**config.mk**
```make
export PLATFORM = sky130hd
export DESIGN_NAME = adc_serial_master
export DESIGN_NICKNAME = d
export VERILOG_FILES = /design/src/rtl/adc_ser_pkg.sv /design/src/rtl/adc_conv_timer.sv /design/src/rtl/adc_frame_shifter.sv /design/src/rtl/adc_out_stage.sv /design/src/rtl/adc_serial_master.sv
export SDC_FILE = /design/constraint.sdc
export NUM_CORES = 1
export LEC_CHECK = 0
export BUFFER_PORTS_ARGS = -buffer_cell sky130_fd_sc_hd__buf_2
export CAP_MARGIN = 25
export CORE_MARGIN = 5
export CORE_UTILIZATION = 52
export DETAILED_ROUTE_END_ITERATION = 10
export GPL_TIMING_DRIVEN = 0
export PLACE_DENSITY_LB_ADDON = 0.08
export SLEW_MARGIN = 20
export SYNTH_ARGS = -nofsm -noshare
export SYNTH_HDL_FRONTEND = slang
export SYNTH_SLANG_ARGS = --single-unit
```
**constraint.sdc**
```tcl
create_clock -name clk -period 1.8 [get_ports clk]
set_input_delay 0.09 -clock clk [delete_from_list [all_inputs] [get_ports clk]]
set_output_delay 0.09 -clock clk [all_outputs]
set_load 0.05 [all_outputs]
```
**src/rtl/adc_ser_pkg.sv**
```systemverilog
package adc_ser_pkg;
  typedef enum logic [1:0] {
    FR_IDLE  = 2'd0,
    FR_LEAD  = 2'd1,
    FR_SHIFT = 2'd2
  } frame_state_e;
endpackage

```
**src/rtl/adc_conv_timer.sv**
```systemverilog
module adc_conv_timer #(
  parameter int CONV_CYCLES = 32
) (
  input  logic clk,
  input  logic rst_n,
  input  logic go_i,
  output logic busy_o,
  output logic done_o
);
  localparam int CNT_W = (CONV_CYCLES > 2) ? $clog2(CONV_CYCLES) : 1;
  localparam logic [CNT_W-1:0] LAST = CNT_W'(CONV_CYCLES - 1);

  logic [CNT_W-1:0] cnt_q;
  logic             busy_q;

  always_ff @(posedge clk or negedge rst_n) begin
    if (!rst_n) begin
      busy_q <= 1'b0;
      cnt_q  <= '0;
    end else if (busy_q) begin
      if (cnt_q == LAST) begin
        busy_q <= 1'b0;
        cnt_q  <= '0;
      end else begin
        cnt_q <= cnt_q + 1'b1;
      end
    end else if (go_i) begin
      busy_q <= 1'b1;
      cnt_q  <= '0;
    end
  end

  assign busy_o = busy_q;
  // last cycle of the window: the edge ending it also captures the result
  assign done_o = busy_q && (cnt_q == LAST);
endmodule

```
**src/rtl/adc_frame_shifter.sv**
```systemverilog
module adc_frame_shifter
  import adc_ser_pkg::*;
#(
  parameter int DATA_W   = 16,
  parameter int SCLK_DIV = 2
) (
  input  logic              clk,
  input  logic              rst_n,
  input  logic              load_i,
  input  logic [DATA_W-1:0] word_i,
  output logic              active_o,
  output logic              sclk_raw_o,
  output logic              sync_raw_o,
  output logic              sd_raw_o
);
  localparam int PH_W  = (SCLK_DIV > 2) ? $clog2(SCLK_DIV) : 1;
  localparam int BIT_W = $clog2(DATA_W);
  localparam int HALF  = SCLK_DIV / 2;
  localparam logic [PH_W-1:0]  PH_LAST  = PH_W'(SCLK_DIV - 1);
  localparam logic [BIT_W-1:0] BIT_LAST = BIT_W'(DATA_W - 1);

  frame_state_e      state_q;
  logic [PH_W-1:0]   ph_q;
  logic [BIT_W-1:0]  bit_q;
  logic [DATA_W-1:0] shreg_q;
  logic              ph_high;

  always_ff @(posedge clk or negedge rst_n) begin
    if (!rst_n) begin
      state_q <= FR_IDLE;
      ph_q    <= '0;
      bit_q   <= '0;
      shreg_q <= '0;
    end else begin
      unique case (state_q)
        FR_IDLE: begin
          if (load_i) begin
            state_q <= FR_LEAD;
            shreg_q <= word_i;
            ph_q    <= '0;
            bit_q   <= '0;
          end
        end
        FR_LEAD: begin
          if (ph_q == PH_LAST) begin
            ph_q    <= '0;
            state_q <= FR_SHIFT;
          end else begin
            ph_q <= ph_q + 1'b1;
          end
        end
        FR_SHIFT: begin
          if (ph_q == PH_LAST) begin
            ph_q    <= '0;
            shreg_q <= {shreg_q[DATA_W-2:0], 1'b0};
            if (bit_q == BIT_LAST) begin
              state_q <= FR_IDLE;
              bit_q   <= '0;
            end else begin
              bit_q <= bit_q + 1'b1;
            end
          end else begin
            ph_q <= ph_q + 1'b1;
          end
        end
        default: state_q <= FR_IDLE;
      endcase
    end
  end

  // the divider picks how the high half of a period is decoded
  generate
    if (SCLK_DIV == 2) begin : g_div2
      assign ph_high = ph_q[0];
    end else begin : g_divn
      assign ph_high = (ph_q >= PH_W'(HALF));
    end
  endgenerate

  assign active_o   = (state_q != FR_IDLE);
  assign sync_raw_o = active_o;
  assign sclk_raw_o = (state_q == FR_SHIFT) && ph_high;
  assign sd_raw_o   = (state_q == FR_SHIFT) && shreg_q[DATA_W-1];
endmodule

```
**src/rtl/adc_out_stage.sv**
```systemverilog
module adc_out_stage (
  input  logic enable_i,
  input  logic cs_n_i,
  input  logic rd_n_i,
  input  logic inv_sclk_i,
  input  logic inv_sync_i,
  input  logic sclk_raw_i,
  input  logic sync_raw_i,
  input  logic sd_raw_i,
  output logic sclk_o,
  output logic sync_o,
  output logic sdata_o
);
  logic gate;

  assign gate    = enable_i && !cs_n_i && !rd_n_i;
  assign sclk_o  = (gate && sclk_raw_i) ^ inv_sclk_i;
  assign sync_o  = (gate && sync_raw_i) ^ inv_sync_i;
  assign sdata_o = gate && sd_raw_i;
endmodule

```
**src/rtl/adc_serial_master.sv**
```systemverilog
module adc_serial_master #(
  parameter int DATA_W      = 16,
  parameter int CONV_CYCLES = 32,
  parameter int SCLK_DIV    = 2
) (
  input  logic              clk,
  input  logic              rst_n,
  input  logic              start_i,
  input  logic [DATA_W-1:0] result_i,
  input  logic              ser_sel_i,
  input  logic              int_clk_n_i,
  input  logic              read_after_i,
  input  logic              cs_n_i,
  input  logic              rd_n_i,
  input  logic              inv_sclk_i,
  input  logic              inv_sync_i,
  output logic              busy_o,
  output logic              sclk_o,
  output logic              sync_o,
  output logic              sdata_o
);
  logic              enable;
  logic              go;
  logic              conv_busy;
  logic              conv_done;
  logic              frame_active;
  logic              frame_load;
  logic [DATA_W-1:0] frame_word;
  logic [DATA_W-1:0] prev_q;
  logic              sclk_raw;
  logic              sync_raw;
  logic              sd_raw;

  assign enable = ser_sel_i && !int_clk_n_i;
  assign go     = start_i && enable && !conv_busy && !frame_active;

  adc_conv_timer #(.CONV_CYCLES(CONV_CYCLES)) u_timer (
    .clk    (clk),
    .rst_n  (rst_n),
    .go_i   (go),
    .busy_o (conv_busy),
    .done_o (conv_done)
  );

  // result of the most recent conversion, sent by the next overlapped frame
  always_ff @(posedge clk or negedge rst_n) begin
    if (!rst_n) begin
      prev_q <= '0;
    end else if (conv_done) begin
      prev_q <= result_i;
    end
  end

  assign frame_load = read_after_i ? conv_done : go;
  assign frame_word = read_after_i ? result_i : prev_q;

  adc_frame_shifter #(.DATA_W(DATA_W), .SCLK_DIV(SCLK_DIV)) u_shift (
    .clk        (clk),
    .rst_n      (rst_n),
    .load_i     (frame_load),
    .word_i     (frame_word),
    .active_o   (frame_active),
    .sclk_raw_o (sclk_raw),
    .sync_raw_o (sync_raw),
    .sd_raw_o   (sd_raw)
  );

  adc_out_stage u_out (
    .enable_i   (enable),
    .cs_n_i     (cs_n_i),
    .rd_n_i     (rd_n_i),
    .inv_sclk_i (inv_sclk_i),
    .inv_sync_i (inv_sync_i),
    .sclk_raw_i (sclk_raw),
    .sync_raw_i (sync_raw),
    .sd_raw_i   (sd_raw),
    .sclk_o     (sclk_o),
    .sync_o     (sync_o),
    .sdata_o    (sdata_o)
  );

  assign busy_o = conv_busy;
endmodule

```
==> results.cfg, run 1 <==
[critical_path]
rrSetupSlack_ns = -0.12
crit_arrival_ns = 2.10
cp_max_fo = 5
worstReg2RegEnd = u_shift.shreg_q[3]
crit_type = reg2reg
timing.rr.start = u_timer.cnt_q[1]
cp_slowest_cell = dfrtp_1
critPathLaunch = u_timer.cnt_q[1]
critPathMaxStageDelay_ns = 0.40
critPathCaptureType = flop
required_ns = 1.98
startpoint_type = flop
r2r_cells = 9
path_cells = ha_2 -> and3_4 -> ha_4 -> nand3_2 -> nand3b_1 -> o311ai_4 -> buf_12 -> buf_8 -> mux2_4
crit_end = u_shift.shreg_q[3]

[sta]
slew_violations = 0
worst_slew_pin_slew_ns = 0.567
skew_ns = 0.00432
rsz0062_at_grt = yes
slew_headroom_pct = 62.2
min_period_ns = 1.92
min_period_over_period_pct = 107
setup_viol = 19
fmax_ghz = 0.521
hold_viol = 0
setup_ws_ns = -0.120

[pwr]
p_leak_uw = 0.00139
cellPowerDensity_nw_per_um2 = 1360
max-vdd-ir-drop_mv = 0.773
p_total_uw = 4220

[floorplanning]
dieArea_um2 = 6110
die_y_um = 78.2
start_util_pct = 54.4
io_pins = 30
design.core.area_um2 = 4440
rows = 24
chipWidth_um = 78.2

[placed_design]
place_area_um2 = 2700
hpwl_mm = 3.34
pre_cts_ws_ns = -0.402
portBuffers = 28
place_congestion = 0.868

[clock_tree]
cts_buffers = 5
cts_sinks = 45
ctsHtreeMaxLevel = 2
clk_pin_slew_ns = 0.09
clk_latency_ns = 0.29
cts_tree = done
cts_buffer_depth = 2
root_buffer = clkbuf_8

[yosys]
yosysWarnings = 0
synth.yosys.seq_area_share_pct = 46.6
synthFlopType = dfrtp_1
async_flop_share_pct = 100
netlist_instances = 216
ys_ff_latch = 45
syn-cell-area_um2 = 2420
avgSynthCellArea_um2 = 11.2
synth_edf_count = 0
syn_nets = 249
synth_cell_types = 36

[global_route]
groute.usage.overall_pct = 17.9
antenna_found_initial = 0
grt-ovfl-total = 0
grt_start_max_net_pins = 46
grt_pass1_wl_mm = 8.94
grt_pass1_vias = 1873

[worst_hold_path]
holdCritPathClass = in2reg
min_path_cells = 2

[status]
status = complete, but fails checks
violations = negative setup slack

[route]
antenna_left = 0
first_iter_violations = 85
routedWlPerCell_um = 16.5
vias_per_cell = 5.63
wl_mm = 5.28
vias = 1806
drtPass1Iterations = 4
drc_errors = 0

[finish]
areaGrowthSynthToFinish_pct = 28.3
n_fill_cell = 336
drive_gt1_share_pct = 43.5
final_nets = 301
antenna_cells = 0
final_cell_area_um2 = 3100

[run]
max-cap-violations = 0
worst min path at each step:
| stage | startpoint | slack (ns) | to |
|---|---|---|---|
| final | result_i[12] | 0.04 | prev_q[12] |
| after floorplan | rst_n | -0.21 | prev_q[0] |
| after CTS | rst_n | 0.006 | u_shift.state_q[0] |
| after global placement | rst_n | 0.33 | u_shift.ph_high |
| after global routing | result_i[12] | 0.04 | prev_q[12] |
| after detailed placement | rst_n | 0.33 | u_shift.ph_high |
final cells by class:
cell class              instances  area, um^2  share of cell area, %
multi-input cells             154        1380                   44.6
flip-flops and latches         45        1130                   36.4
repair buffers                 47         350                   11.3
clock buffers                   7        76.3                   2.46
plain buffers                  10        72.6                   2.34
well taps                      52        65.1                   2.10
inverters                       5        18.8                  0.606
clock inverters                 1        7.51                  0.242
cells in the mapped netlist (3+ instances only):
| cell | count | area share, % |
|---|---|---|
| inv_1 | 5 | 0.78 |
| nand2_1 | 25 | 3.9 |
| mux2_2 | 23 | 11 |
| nand2b_1 | 3 | 0.78 |
| dfrtp_1 | 45 | 47 |
| nand3_1 | 6 | 1.2 |
| clkbuf_1 | 7 | 1.1 |
| ha_1 | 7 | 3.6 |
| buf_2 | 4 | 0.83 |
| mux2_4 | 8 | 5.0 |
| a21oi_1 | 7 | 1.4 |
| nor2_1 | 4 | 0.62 |
| o21ai_0 | 22 | 4.6 |
| mux2i_1 | 17 | 7.0 |
| o211ai_1 | 5 | 1.6 |
| and3_1 | 3 | 0.78 |
power by group:
| group | leakage (uW) | internal [uW] | switching (uW) |
|---|---|---|---|
| sequential | 0.000545 | 1420 | 242 |
| combinational | 0.000809 | 1060 | 884 |
| clock | 0.0000385 | 275 | 338 |
through the flow:
step                      hold slack, ns  util (%)  cells  TNS (ns)
after floorplan                   -0.206         -    216    -0.428
after global placement             0.326      60.8    296     -5.24
after detailed placement           0.328      60.8    296     -5.21
after CTS                        0.00584      68.3    318     -1.67
after global routing              0.0361      69.7    321     -3.78
final                             0.0387      69.7    321     -1.86
cells in the final DEF (no fill, tap or decap), drive strengths merged, types with 3 or more instances in the layout:
master and instances:
nor2 5, o21ai 22, mux2i 17, dfrtp 45, nand2 25, o211ai 5, a21oi 7, buf 49
nand2b 3, inv 5, nand3 6, clkbuf 14, ha 7, and3 3, mux2 31
timing repair:
item,in CTS,in global routing
cloned,1,0
hold endpoints to repair,0,45
hold buffers,0,1
endpoints found under the setup margin,31,37
pin swaps,3,8
gates resized for setup,29,9
setup buffers,13,5
kinds of logic (layout without fill, tap and decap cells):
group / Yosys count / after routing / share of synthesized area [%]
flops: 45 / 45 / 46.6
xor+xnor: 3 / 3 / 1.09
buf+inv: 17 / 70 / 3.31
compound gates: 43 / 43 / 11.4
simple gates: 53 / 53 / 11.2
mux: 48 / 48 / 22.7
fa+ha+maj: 7 / 7 / 3.62
critical path, delay by kind of cell (launching register included):
family,cells,cell delay [ns]
AND/OR/NAND/NOR,3,0.34
flip-flops,1,0.40
adder cells (fa/ha/maj),2,0.36
buffers and inverters,2,0.29
multiplexers,1,0.30
AO/OA/AOI/OAI,1,0.10
registers in the layout, summed over array words and instances, names as in the netlist:
register,flops
prev_q,16
u_shift.bit_q,4
u_timer.busy_o,1
u_shift.shreg_q,16
u_shift.ph_high,1
u_shift.state_q,2
u_timer.cnt_q,5
routing by layer:
layer | wire length, um | track usage, % | vias to the layer above
met5 | 0 | 0 | -
li1 | - | - | 880
met1 | 2430 | 24.0 | 894
met3 | 175 | 4.12 | 5
met2 | 2650 | 29.8 | 27
met4 | 29 | 4.20 | 0
No activity file was read; power rests on OpenSTA's default activity.
==> inputs of run 2 (changes only) <==
--- a/config.mk
+++ b/config.mk
@@ -12,6 +12,7 @@
 export DETAILED_ROUTE_END_ITERATION = 10
 export GPL_TIMING_DRIVEN = 0
 export PLACE_DENSITY_LB_ADDON = 0.08
+export SETUP_SLACK_MARGIN = 0.4
 export SLEW_MARGIN = 20
 export SYNTH_ARGS = -nofsm -noshare
 export SYNTH_HDL_FRONTEND = slang
==> run 2 against run 1 <==
The flow still finishes with violations (negative setup slack). Wire length grew 8.2%. Combinational power grew 8%. Via count grew 0.78%. Critical path depth shrank 1. Utilization grew 4.5 points. Flip-flop and latch count is the same. Sequential power is essentially flat. Clock-buffer cell count shrank 2. Sequential share of layout area shrank 2.2 points. Die area is the same. Hold slack lost 0.016 ns. Non-clock buffer count grew 3. Critical path type unchanged.
==> results.cfg, run 2 (synthesis gave the netlist of run 1 again) <==
[clock_tree]
cts_sinks = 45
clk_latency_ns = 0.31
root_buffer = clkbuf_8
cts_tree = done
cts_buffers = 5
cts_buffer_depth = 2
ctsHtreeMaxLevel = 2
clk_pin_slew_ns = 0.09

[pwr]
p_sw_share_pct = 35.7
cellPowerDensity_nw_per_um2 = 1350
max-vdd-ir-drop_mv = 0.670
p_leak_uw = 0.00153
power.share.combinational_pct = 47.5
pwr-share-clk_pct = 14.5
power.share.sequential_pct = 38.0
power_switching_uw = 1590
p_total_uw = 4440
intPower_uw = 2850

[status]
status = complete, but fails checks
violations = negative setup slack

[route]
routedWlPerCell_um = 17.6
vias = 1820
top_layer = met4
first_iter_violations = 105
met1Wirelength_mm = 2.61
drc_errors = 0
drtPass1Iterations = 4
wl_mm = 5.71
vias_per_cell = 5.62
wl_met3_um = 216
antenna_left = 0
met2_length_mm = 2.81

[sta]
worst_slew_pin_slew_ns = 0.561
fmax_ghz = 0.516
rsz0062_at_grt = yes
min_period_over_period_pct = 108
setup_viol = 21
hold_viol = 0
setup_ws_ns = -0.138
min_period_ns = 1.94
slew_violations = 0
skew_ns = 0.00947
slew_headroom_pct = 62.3
holdWs_ns = 0.0223
tns_ns = -2.08

[finish]
drive_gt1_share_pct = 46.0
areaGrowthSynthToFinish_pct = 36.6
n_fill_cell = 306
final_nets = 304
layout_common_cells = 44 x dfrtp_1, 30 x mux2_4, 27 x buf_2
final_cell_area_um2 = 3300
antenna_cells = 0
final_common_cell = dfrtp_1
top_regs = prev_q (16), u_shift.shreg_q (16), u_timer.cnt_q (5)

[critical_path]
critPathCaptureType = flop
required_ns = 2.00
cp_max_fo = 5
crit_arrival_ns = 2.13
r2r_cells = 8
crit_type = reg2reg
startpoint_type = flop

[floorplanning]
start_util_pct = 54.4
design.core.area_um2 = 4440
rows = 24
chipWidth_um = 78.2
dieArea_um2 = 6110
die_y_um = 78.2
io_pins = 30

[worst_hold_path]
holdCritPathClass = in2reg
min_path_cells = 2

[global_route]
antenna_found_initial = 0
grt_pass1_vias = 1838
grt-ovfl-total = 0
grt_start_max_net_pins = 46
groute.usage.overall_pct = 19.1
grt_pass1_wl_mm = 9.25

[placed_design]
portBuffers = 28
place_congestion = 0.750
hpwl_mm = 3.40
place_area_um2 = 2800

[run]
max-cap-violations = 0
## run 2: final timing paths
kind,from,to,slack [ns]
setup / recovery,u_shift.state_q[0],u_shift.shreg_q[1],-0.14
max in group asynchronous,rst_n,u_timer.busy_o,1.06
min in group asynchronous,rst_n,u_shift.bit_q[2],0.31
setup reg to reg,u_shift.state_q[0],u_shift.shreg_q[1],-0.14
hold reg to reg,prev_q[8],prev_q[8],0.51
hold / removal,result_i[5],prev_q[5],0.02
## run 2: power by group through the flow
stage / Sequential [uW] / Combinational, uW / Clock [uW]
floorplan: 1640 / 1330 / 0
global placement: 1660 / 1640 / 0
detailed placement: 1670 / 1680 / 0
CTS: 1660 / 2020 / 666
global route: 1730 / 2270 / 715
finish: 1690 / 2110 / 645
## run 2: through the flow
step	instances	util (%)	worst slack, ns
after detailed placement	296	63.0	-0.294
after CTS	324	73.3	-0.0965
after floorplan	216	-	-0.0500
after global placement	296	63.0	-0.252
final	324	74.2	-0.138
after global routing	324	74.2	-0.204
## run 2: routing by layer
metal  vias to the layer above  GRT usage [%]
met5                         -              0
met4                         0           6.29
met3                         7           3.55
met2                        33           30.7
met1                       900           26.2
li1                        880              -
## run 2: cell type report
| type | count | area [um^2] | share of cell area, % |
|---|---|---|---|
| Multi-Input combinational cell | 154 | 1470 | 44.6 |
| Timing Repair Buffer | 48 | 397 | 12.0 |
| Clock inverter | 3 | 21.3 | 0.645 |
| Clock buffer | 5 | 68.8 | 2.09 |
| Buffer | 12 | 129 | 3.91 |
| Inverter | 5 | 18.8 | 0.569 |
| Tap cell | 52 | 65.1 | 1.97 |
| Sequential cell | 45 | 1130 | 34.2 |
## run 2: repair_timing
item                                    CTS  global route
endpoints found under the hold margin    45             0
gates cloned                              2             0
setup buffers                            17             0
endpoints found under the setup margin   47            48
hold buffers                              1             0
resized for setup                        34            11
pin swaps                                10             2
## run 2: critical path, stage by stage, from the launching register on
cell and delay, ns:
dfrtp_1 0.42, inv_2 0.12, ha_4 0.17, and2b_4 0.20, nand3b_1 0.21, o311ai_4 0.11, buf_6 0.17, buf_8 0.13
mux2_4 0.30
==> inputs of run 3 (changes only) <==
--- a/config.mk
+++ b/config.mk
@@ -11,6 +11,7 @@
 export CORE_UTILIZATION = 52
 export DETAILED_ROUTE_END_ITERATION = 10
 export GPL_TIMING_DRIVEN = 0
+export HOLD_SLACK_MARGIN = 0.1
 export PLACE_DENSITY_LB_ADDON = 0.08
 export SETUP_SLACK_MARGIN = 0.4
 export SLEW_MARGIN = 20
==> run 3 against run 2 <==
The run still ends with negative setup slack left. First-iteration DRC count down 23%. Final cell count up 4.9%. Hold slack better by 0.18 ns. Wire length up 4.9%. Combinational power up 2%. Non-clock buffer count up 16. Global-route usage up 0.92 points. Utilization up 3.6 points. Clock skew down 0.0013 ns. Highest routed layer unchanged.
==> results.cfg, run 3 (synthesis gave the netlist of run 1 again) <==
[pwr]
power.share.combinational_pct = 48.0
p_sw_share_pct = 35.8
power_switching_uw = 1600
intPower_uw = 2880
pwr-share-clk_pct = 14.4
p_leak_uw = 0.00160
cellPowerDensity_nw_per_um2 = 1290
max-vdd-ir-drop_mv = 0.671
power.share.sequential_pct = 37.6

[global_route]
grt_start_max_net_pins = 46
groute.usage.overall_pct = 20.0
antenna_found_initial = 0
grt_pass1_wl_mm = 9.72
grt_pass1_vias = 1928
grt-ovfl-total = 0

[sta]
skew_ns = 0.00818
fmax_ghz = 0.512
slew_headroom_pct = 62.1
slew_violations = 0
rsz0062_at_grt = yes
hold_viol = 0
tns_ns = -2.32
min_period_over_period_pct = 108
setup_viol = 23
min_period_ns = 1.95
setup_ws_ns = -0.151
worst_slew_pin_slew_ns = 0.568

[critical_path]
timing.rr.start = u_shift.state_q[1]
startpoint_type = flop
path_cells = inv_2 -> ha_4 -> and2b_4 -> nand3b_1 -> o311ai_4 -> buf_6 -> buf_8 -> mux2_4
cp_slowest_cell = dfrtp_1
worstReg2RegEnd = u_shift.shreg_q[1]
crit_arrival_ns = 2.15
critPathMaxStageDelay_ns = 0.44
required_ns = 2.00
crit_family = flip-flops
rrSetupSlack_ns = -0.15
r2r_cells = 8
cp_max_fo = 5
critPathCaptureType = flop
crit_buf_inv = 3
crit_type = reg2reg

[floorplanning]
start_util_pct = 54.4
dieArea_um2 = 6110
rows = 24
design.core.area_um2 = 4440
die_y_um = 78.2
chipWidth_um = 78.2
io_pins = 30

[clock_tree]
root_buffer = clkbuf_8
cts_buffers = 5
clk_pin_slew_ns = 0.09
cts_buffer_depth = 2
ctsHtreeMaxLevel = 2
cts_sinks = 45
cts_tree = done
clk_latency_ns = 0.31

[placed_design]
hpwl_mm = 3.40
placed_cells = 296
portBuffers = 28
place_congestion = 0.750

[finish]
areaGrowthSynthToFinish_pct = 43.2
layout_common_cells = 44 x dfrtp_1, 30 x mux2_4, 27 x buf_2
seq_area_um2 = 1130
drive_gt1_share_pct = 43.4
n_fill_cell = 278
fin_cells = 340
antenna_cells = 0
final_nets = 320
multi_input_area_um2 = 1470
top_regs = prev_q (16), u_shift.shreg_q (16), u_timer.cnt_q (5)
final_common_cell = dfrtp_1

[route]
vias_per_cell = 5.64
wl_mm = 6.00
routedWlPerCell_um = 17.6
antenna_left = 0
drtPass1Iterations = 4
vias = 1917
first_iter_violations = 81
drc_errors = 0

[worst_hold_path]
min_path_cells = 4
min_to = u_timer.cnt_q[3]
hold_start = start_i
holdCritPathClass = in2reg

[status]
status = complete, but fails checks
violations = negative setup slack

[run]
max-cap-violations = 0
-- run 3: cell types whose count changed in the layout (fill, tap and decap cells not counted), sizes merged --
cell         before  now
dlygate4sd3       1   17
-- run 3: layout make-up --
type	count	area share, %
plain buffers	12	3.73
clock buffers	5	1.99
clock inverters	3	0.615
inverters	5	0.542
multi-input cells	154	42.6
flip-flops and latches	45	32.6
well taps	52	1.88
repair buffers	64	16.1
-- run 3: worst max path at each step --
stage,start,end,depth (start not counted)
finish,u_shift.state_q[1],u_shift.shreg_q[1],8
detailed placement,u_shift.state_q[0],u_shift.shreg_q[3],7
CTS,u_timer.cnt_q[0],u_shift.shreg_q[6],9
global placement,u_shift.state_q[0],u_shift.shreg_q[3],7
global route,u_timer.cnt_q[0],u_shift.bit_q[3],9
floorplan,u_timer.busy_o,u_shift.shreg_q[11],5
-- run 3: repair_timing --
item,4_1_cts,5_1_grt
pin swaps,10,2
resized for setup,34,11
setup endpoints to repair,47,48
hold endpoints to repair,61,0
cloned,2,0
hold buffers,17,0
buffers inserted,17,0
-- run 3: worst min-delay path, delay by kind of cell --
family	cells	cell delay, ns
buffers and inverters	1	0.11
AND/OR/NAND/NOR	3	0.26
-- run 3: power groups by stage --
stage | combinational [uW] | sequential (uW) | clock, uW
5_1_grt | 2310 | 1720 | 712
6_report | 2150 | 1680 | 647
2_1_floorplan | 1330 | 1640 | 0
3_3_place_gp | 1640 | 1660 | 0
4_1_cts | 2040 | 1660 | 666
3_5_place_dp | 1680 | 1670 | 0
-- run 3: per-layer routing --
| metal | global-route usage (%) | vias up | wire length [um] |
|---|---|---|---|
| met3 | 3.20 | 5 | 214 |
| li1 | - | 911 | - |
| met5 | 0 | - | 0 |
| met4 | 6.29 | 0 | 56 |
| met2 | 32.7 | 37 | 3010 |
| met1 | 27.5 | 964 | 2720 |
-- run 3: stage by stage --
step                utilization (%)  power [uW]  cell area (um^2)  hold slack, ns  setup slack, ns
global route                   77.8        4750              3460           0.228           -0.217
CTS                            76.9        4370              3420           0.193          -0.0965
global placement               63.0        3300              2800           0.324           -0.252
floorplan                         -        2970              2600          -0.206          -0.0500
detailed placement             63.0        3350              2800           0.325           -0.294
finish                         77.8        4480              3460           0.198           -0.151
